`src/rtl/ovl_pkg.sv`:
```
package ovl_pkg;
  parameter int ADDR_W      = 24;
  parameter int WIN_W       = 6;
  parameter int RAM_AW      = 19;
  parameter int ROM_AW      = 19;
  parameter int RAM_MIRRORS = 4;

  localparam int NUM_WIN      = 1 << WIN_W;
  localparam int WIN_AW       = ADDR_W - WIN_W;
  localparam int OFF_W        = (RAM_AW > ROM_AW) ? RAM_AW : ROM_AW;
  localparam int ROM_LOW_WINS = (1 << ROM_AW) >> WIN_AW;
  localparam int RAM_WINS     = ((1 << RAM_AW) >> WIN_AW) * RAM_MIRRORS;

  typedef enum logic [1:0] {
    TGT_NONE = 2'd0,
    TGT_RAM  = 2'd1,
    TGT_ROM  = 2'd2
  } tgt_e;

  typedef struct packed {
    tgt_e tgt;
    logic rd_ok;
    logic wr_ok;
    logic wide;   // 1: offset spans OFF_W bits, 0: a single window
  } win_attr_t;

  // Attribute of window w for a given overlay state.
  function automatic win_attr_t win_attr(input int w, input logic ovl);
    win_attr_t a;
    a = '{tgt: TGT_NONE, rd_ok: 1'b0, wr_ok: 1'b0, wide: 1'b0};
    if (w == NUM_WIN - 1) begin
      a = '{tgt: TGT_ROM, rd_ok: 1'b1, wr_ok: 1'b0, wide: 1'b0};
    end else if (ovl && (w < ROM_LOW_WINS)) begin
      a = '{tgt: TGT_ROM, rd_ok: 1'b1, wr_ok: 1'b0, wide: 1'b1};
    end else if (!ovl && (w < RAM_WINS)) begin
      a = '{tgt: TGT_RAM, rd_ok: 1'b1, wr_ok: 1'b1, wide: 1'b1};
    end
    return a;
  endfunction

  // Offset relative to the start of the mapped range.
  function automatic logic [OFF_W-1:0] off_calc(input logic [OFF_W-1:0] low,
                                                input logic wide);
    logic [OFF_W-1:0] m;
    m = wide ? {OFF_W{1'b1}} : OFF_W'((1 << WIN_AW) - 1);
    return low & m;
  endfunction
endpackage

```
`src/rtl/ovl_flag_reg.sv`:
```
module ovl_flag_reg (
  input  logic clk,
  input  logic rst_n,
  input  logic we_i,
  input  logic val_i,
  output logic flag_o,
  output logic chg_o
);
  logic flag_q;

  assign chg_o = we_i && (val_i != flag_q);

  always_ff @(posedge clk or negedge rst_n) begin
    if (!rst_n) begin
      flag_q <= 1'b1;
    end else if (chg_o) begin
      flag_q <= val_i;
    end
  end

  assign flag_o = flag_q;
endmodule

```
`src/rtl/ovl_window_table.sv`:
```
module ovl_window_table
  import ovl_pkg::*;
(
  input  logic             ovl_i,
  input  logic [WIN_W-1:0] idx_i,
  output win_attr_t        attr_o
);
  win_attr_t tbl [NUM_WIN];

  for (genvar g = 0; g < NUM_WIN; g++) begin : g_win
    assign tbl[g] = win_attr(g, ovl_i);
  end

  assign attr_o = tbl[idx_i];
endmodule

```
`src/rtl/ovl_access_check.sv`:
```
module ovl_access_check
  import ovl_pkg::*;
(
  input  logic [OFF_W-1:0] low_i,
  input  logic             rd_i,
  input  logic             wr_i,
  input  win_attr_t        attr_i,
  output tgt_e             tgt_o,
  output logic [OFF_W-1:0] off_o,
  output logic             permit_o,
  output logic             deny_o,
  output logic             ro_write_o,
  output logic             unmapped_o
);
  logic access;
  logic mapped;
  logic ok;

  assign access     = rd_i || wr_i;
  assign mapped     = (attr_i.tgt != TGT_NONE);
  assign unmapped_o = access && !mapped;
  assign ro_write_o = wr_i && mapped && !attr_i.wr_ok;
  assign ok         = access && mapped
                      && (!rd_i || attr_i.rd_ok)
                      && (!wr_i || attr_i.wr_ok);

  always_comb begin
    permit_o = ok;
    deny_o   = access && !ok;
    tgt_o    = ok ? attr_i.tgt : TGT_NONE;
    off_o    = ok ? off_calc(low_i, attr_i.wide) : '0;
  end
endmodule

```
`src/rtl/ovl_region_decoder.sv`:
```
module ovl_region_decoder
  import ovl_pkg::*;
(
  input  logic              clk,
  input  logic              rst_n,
  input  logic [ADDR_W-1:0] addr_i,
  input  logic              rd_i,
  input  logic              wr_i,
  input  logic              ovl_we_i,
  input  logic              ovl_val_i,
  output logic [1:0]        tgt_o,
  output logic [OFF_W-1:0]  offset_o,
  output logic              permit_o,
  output logic              deny_o
);
  logic       ovl_flag;
  logic       ovl_chg;
  win_attr_t  cur_attr;
  tgt_e       tgt;
  logic       ro_write;
  logic       unmapped;

  ovl_flag_reg u_flag (
    .clk    (clk),
    .rst_n  (rst_n),
    .we_i   (ovl_we_i),
    .val_i  (ovl_val_i),
    .flag_o (ovl_flag),
    .chg_o  (ovl_chg)
  );

  ovl_window_table u_tbl (
    .ovl_i  (ovl_flag),
    .idx_i  (addr_i[ADDR_W-1 -: WIN_W]),
    .attr_o (cur_attr)
  );

  ovl_access_check u_chk (
    .low_i      (addr_i[OFF_W-1:0]),
    .rd_i       (rd_i),
    .wr_i       (wr_i),
    .attr_i     (cur_attr),
    .tgt_o      (tgt),
    .off_o      (offset_o),
    .permit_o   (permit_o),
    .deny_o     (deny_o),
    .ro_write_o (ro_write),
    .unmapped_o (unmapped)
  );

  assign tgt_o = tgt;
endmodule

```
`config.mk`:
```
export PLATFORM = sky130hd
export DESIGN_NAME = ovl_region_decoder
export DESIGN_NICKNAME = d
export VERILOG_FILES = /design/src/rtl/ovl_pkg.sv /design/src/rtl/ovl_flag_reg.sv /design/src/rtl/ovl_window_table.sv /design/src/rtl/ovl_access_check.sv /design/src/rtl/ovl_region_decoder.sv
export SDC_FILE = /design/constraint.sdc
export NUM_CORES = 1
export LEC_CHECK = 0
export BUFFER_PORTS_ARGS = -buffer_cell sky130_fd_sc_hd__buf_4
export CORE_ASPECT_RATIO = 0.9
export CORE_MARGIN = 2
export CORE_UTILIZATION = 36
export DETAILED_ROUTE_END_ITERATION = 10
export PLACE_DENSITY_LB_ADDON = 0.3
export SLEW_MARGIN = 20
export SYNTH_ARGS = -nofsm -noshare
export SYNTH_HDL_FRONTEND = slang
export SYNTH_HIERARCHICAL = 1
export SYNTH_SLANG_ARGS = --single-unit
```
`constraint.sdc`:
```
create_clock -name clk -period 1.96 [get_ports clk]
set_input_delay 0.196 -clock clk [delete_from_list [all_inputs] [get_ports clk]]
set_output_delay 0.196 -clock clk [all_outputs]
set_load 0.01 [all_outputs]
```
---- Word level (Yosys, flattened, before mapping) ----
Cells that the tools add are included.
cells by class
  magnitude comparators ................... 1
  equality and inequality tests ........... 1
  multiplexer cells ....................... 8
  bitwise logic cells ..................... 2
  reduce and logical (&&, ||, !) cells .... 12
operator list
  kind                                         count
  19-bit two-way mux                           2
  5-bit binary-select mux with 6-bit select    1
  19-bit bitwise AND                           1
  5-bit two-way mux                            3
  7-bit >= comparator (second input constant)  1
  6-bit inverter with 7-bit output             1
  1-bit logical AND                            5
  4-bit two-way mux                            1
  1-bit logical NOT                            3
  1-bit logical OR                             3
  2-bit two-way mux                            1
  2-bit nonzero test                           1
  1-bit inequality test                        1
word-level totals
  flip-flop bits (word level) ............. 1
  bits of input ports ..................... 30
  output and inout bits ................... 23
  logic and storage cells ................. 25

---- Longest topological paths before layout ----
Gate-level depths: netlist of run 1.
  depth after elaboration ................. 10
  mapped depth ............................ 6

---- Hierarchy ----
Netlist of run 1, hierarchy kept.
by module, submodules not included
  module            times used  cells each  area an instance (sq um)
  ovl_access_check  1           38          454.2
  ovl_window_table  1           10          71.3
  ovl_flag_reg      1           4           52.6

---- Least setup slack after synthesis of run 1 ----
OpenSTA, ideal clock, no wires.
  path kind ............................... flip-flop to output port
  start ................................... register u_flag.flag_q (netlist: u_flag/flag_o)
  end ..................................... output port offset_o[0]
  arrival time ............................ 1809 ps
  slack ................................... -45 ps
  stages on the path, launching flop included .. 6
  cell sequence ........................... dfstp_2 > or3b_1 > o22ai_1 > nor2_1 > buf_2 > nor4b_1
RTL lines
  item                    RTL line                  RTL
  from (decl)             ovl_flag_reg.sv:9         logic flag_q;
  from (signal assigned)  ovl_flag_reg.sv:17        flag_q <= val_i;
  to (decl)               ovl_region_decoder.sv:12  output logic [OFF_W-1:0] offset_o,

==> results of run 1 <==
## critical path, delay by kind of cell, from the launching register on
| family | cells | cell delay, ps |
|---|---|---|
| compound gates | 1 | 140 |
| simple gates | 3 | 740 |
| buf+inv | 2 | 340 |
| flops | 1 | 510 |
## per-stage QoR
stage	cell area, um2	instances	hold WS, ps	utilization	setup WS (ps)
global route	1075	114	138.3	0.7509	-12.71
CTS	965.9	111	134.1	0.6748	37.99
detailed placement	959.7	111	133.9	0.6705	-17.63
global placement	959.7	111	128.1	0.6705	41.47
finish	1075	114	132.2	0.7509	38.42
floorplan	543.0	46	48.16	-	4.789
## routing by layer
metal | up-vias | routed length [um] | GRT usage | part of all wire
li1 | 295 | - | - | -
met1 | 284 | 645 | 0.1959 | 0.39
met2 | 25 | 899 | 0.3143 | 0.54
met3 | 2 | 99 | 0.004405 | 0.060
met4 | 0 | 12 | 0.01471 | 0.0073
met5 | - | 0 | 0 | 0
## how the worst min path moves through the flow
stage               startpoint                   endpoint  slack (ps)  cells after the start
global route             rst_n  u_flag/flag_o$_DFFE_PN1P_         140                      1
detailed placement       rst_n  u_flag/flag_o$_DFFE_PN1P_         130                      1
finish                   rst_n  u_flag/flag_o$_DFFE_PN1P_         130                      1
CTS                      rst_n  u_flag/flag_o$_DFFE_PN1P_         130                      1
global placement         rst_n  u_flag/flag_o$_DFFE_PN1P_         130                      1
floorplan                rst_n  u_flag/flag_o$_DFFE_PN1P_          50                      0
## area by class of cell
class | count | area (um2) | share of cell area
multi-input cells | 37 | 516.7 | 0.4808
flip-flops and latches | 1 | 26.28 | 0.02445
well taps | 15 | 18.77 | 0.01746
repair buffers | 61 | 513.0 | 0.4773
## power groups by stage
stage	Combinational (mW)	Clock [mW]	Sequential (mW)
2_1_floorplan	0.0858	0	0.0260
3_3_place_gp	0.150	0	0.0252
3_5_place_dp	0.154	0	0.0254
4_1_cts	0.155	0	0.0255
5_1_grt	0.193	0	0.0260
6_report	0.181	0	0.0257
## what timing repair did
| item | 4_1_cts | 5_1_grt |
|---|---|---|
| resized for setup | 1 | 10 |
| cloned | 0 | 1 |
| endpoints found under the setup margin | 1 | 14 |
| pin swaps | 0 | 5 |
| hold endpoints to repair | 0 | 0 |
| buffers inserted | 0 | 2 |
==> impl_metrics.toml, run 1 <==
[worst_hold_path]
hold_path_class = "input port to asynchronous set/reset pin"

[sta]
fin_crit_sh = 0.9804
rsz0062_at_grt = "true"
fin_worst_skew_ps = 0
slew_headroom = 0.8277
min_period_ps = 1922
final_hold_viol_count = 0
finalSetupViolCount = 0
drv_slew = 0
tns_ps = 0
tightest_slew_ps = 253.0
max_freq_mhz = 520.4

[floorplan]
die_h_um = 40.85
core_area_mm2 = 0.001431
initial_core_util = 0.3794
dieWidth_um = 44.94
num_rows = 13
fp.dieArea_mm2 = 0.001836
io_pins = 53

[setup_path]
reg2reg_from = "u_flag/flag_o$_DFFE_PN1P_"
critical-path-slowest-cell = "dfstp_2"
critPathLaunchType = "register"
timing.critical_path.cells = "or3b_4, o22ai_4, nor2_4, clkbuf_16, nor4_2, buf_4"
rrSetupSlack_ps = 1140
slowest_delay_ps = 510
worstSetupEndpointType = "output pin"
path_class = "register to output pin"
worstPathRequired_ps = 1760
crit_end = "offset_o[18]"
critPathMaxFanout = 8
worstReg2RegEnd = "u_flag/flag_o$_DFFE_PN1P_"
arrival_ps = 1730
reg2reg_depth = 2
critPathLaunch = "u_flag/flag_o$_DFFE_PN1P_"

[detailed_routing]
firstDrtPassIters = 2
first_iter_violations = 1
drt_wl_total_mm = 1.655
vias_per_cell = 5.316
wl_per_cell_um = 14.52
drc = 0
detail-route-antenna-nets = 0
vias = 606

[layout]
area_growth_pct = 97.93
largest_reg_flops = 1
antennaDiodeCount = 0
fill_cells = 112
layout_commonest_cell = "buf_4"
fin_nets = 131
final_cell_mix = "buf_4, nor4b_2, nor4b_4"
drive_gt1_frac = 0.9192

[grt]
grt_overflow = 0
grt_antenna_before_repair = 0
grt_usage = 0.1574
grt_max_degree = 20
grt_pass1_wl_mm = 2.180
grt_pass1_vias = 483

[pwr]
seqPwrFrac = 0.124
swShare = 0.3935
ir_drop_mv = 0.1767
netSwitchingPower_uw = 81.43
power.internal_uw = 125.5
pwr-share-comb = 0.876
leakage_nw = 0.4565
power_frac_clock = 0
finalPower_uw = 206.9
p_per_area_mw_per_mm2 = 192.5

[place]
gp_congestion = 0.7418
dpl.hpwl_mm = 1.237
io_buffers = 52

[logic_synthesis]
syn_area_per_cell_um2 = 11.80
netlist_area_um2 = 543.0
synthCells = 46
yosys_warnings = 6
syn_nets = 76

[run]
maxCapViolCount = 0

[clock_network]
hold_buffers = 0
clk_pin_slew_ps = 0
insertion_delay_ps = 0

[outcome]
status = "finished clean"
Power figures use the tool's default switching activity.
==> run 2, diff against run 1 <==
CORE_UTILIZATION = 33   (was 36)
clock period = 1.6 ns   (was 1.96 ns; I/O delays follow)
==> impl_metrics.toml, run 2 (synthesized netlist as in run 1, its figures left out) <==
[sta]
final_hold_viol_count = 0
rsz0062_at_grt = "true"
fin_worst_skew_ps = 0
fin_ws_ps = -337.6
tightest_slew_ps = 414.5
max_freq_mhz = 516.1
min_period_ps = 1938
finalSetupViolCount = 23
slew_headroom = 0.7178
fin_crit_sh = 1.211
drv_slew = 0

[grt]
grt_pass1_wl_mm = 3.022
grt_usage = 0.2023
grt_overflow = 0
grt_max_degree = 12
grt_pass1_vias = 649
grt_antenna_before_repair = 0

[place]
gp_congestion = 0.7980
place_ws_ps = -255.3
io_buffers = 52
dpl.hpwl_mm = 1.439
place_inst = 121

[floorplan]
dieWidth_um = 46.76
initial_core_util = 0.3629
fp.dieArea_mm2 = 0.001987
num_rows = 13
io_pins = 53
core_area_mm2 = 0.001496
die_h_um = 42.49

[setup_path]
crit_end = "offset_o[10]"
reg2reg_depth = 2
critPathLaunchType = "register"
worstSetupEndpointType = "output pin"
worstReg2RegEnd = "u_flag/flag_o$_DFFE_PN1P_"
critPathMaxFanout = 5
rrSetupSlack_ps = 740
worstPathRequired_ps = 1440
path_class = "register to output pin"
arrival_ps = 1780
critPathLaunch = "u_flag/flag_o$_DFFE_PN1P_"
reg2reg_from = "u_flag/flag_o$_DFFE_PN1P_"

[detailed_routing]
vias_per_cell = 5.291
first_iter_violations = 5
firstDrtPassIters = 3
drc = 0
vias = 672
wl_per_cell_um = 21.33
drt_wl_total_mm = 2.709
detail-route-antenna-nets = 0

[layout]
fin_nets = 137
area_growth_pct = 150.0
fin_cells = 127
antennaDiodeCount = 0
largest_reg_flops = 1
layout_commonest_cell = "buf_4"
final_cell_mix = "buf_4, nor4b_4, buf_12"
drive_gt1_frac = 0.9619
utilization = 0.9072

[pwr]
leakage_nw = 0.6149
p_per_area_mw_per_mm2 = 258.0
ir_drop_mv = 0.2834
finalPower_uw = 350.3

[run]
maxCapViolCount = 0

[outcome]
violations = "negative setup slack"
status = "complete, but fails checks"

[clock_network]
clk_pin_slew_ps = 0
insertion_delay_ps = 0

[worst_hold_path]
hold_path_class = "input port to asynchronous set/reset pin"
[run 2: final cells by class]
| cell class | instances | area, um2 |
|---|---|---|
| Fill cell | 55 | 138.9 |
| Tap cell | 22 | 27.53 |
| Multi-Input combinational cell | 37 | 661.9 |
| Timing Repair Buffer | 67 | 641.9 |
| Sequential cell | 1 | 26.28 |
[run 2: through the flow]
step                      hold WS [ps]  cell area, um2  TNS [ps]
after floorplan                  12.16           758.2     -1596
after global placement           94.76            1221     -4165
after detailed placement         96.73            1221     -4839
after CTS                        96.60            1271     -4811
after global routing             104.9            1358     -7343
final                            102.8            1358     -6238
[run 2: what timing repair did]
item,4_1_cts,5_1_grt
resized for setup,3,7
endpoints found under the setup margin,23,23
hold buffers,0,0
pin swaps,3,19
setup buffers,2,2
cloned,1,2
[run 2: worst max-delay path: stages, from the launching register on]
cell and delay, ps:
dfstp_2 510, or3b_4 390, o22ai_4 180, nor2_4 110, clkbuf_16 170, nor4b_4 250, buf_4 160
[run 2: layer usage]
metal | up-vias | GRT usage | part of all wire
met5 | - | 0 | 0
met4 | 0 | 0 | 0
met3 | 0 | 0.02586 | 0.084
met2 | 36 | 0.3918 | 0.51
met1 | 330 | 0.2386 | 0.40
li1 | 306 | - | -
[run 2: worst min-delay path by stage]
stage,slack [ps],depth (start not counted),to,from
global placement,90,1,u_flag/flag_o$_DFFE_PN1P_,rst_n
global route,100,1,u_flag/flag_o$_DFFE_PN1P_,rst_n
floorplan,10,0,u_flag/flag_o$_DFFE_PN1P_,rst_n
CTS,100,1,u_flag/flag_o$_DFFE_PN1P_,rst_n
detailed placement,100,1,u_flag/flag_o$_DFFE_PN1P_,rst_n
finish,100,1,u_flag/flag_o$_DFFE_PN1P_,rst_n
[run 2: power breakdown]
group | internal [mW] | switching, mW
clock | 0 | 0
sequential | 0.0301 | 0.00156
combinational | 0.172 | 0.146
total | 0.202 | 0.148
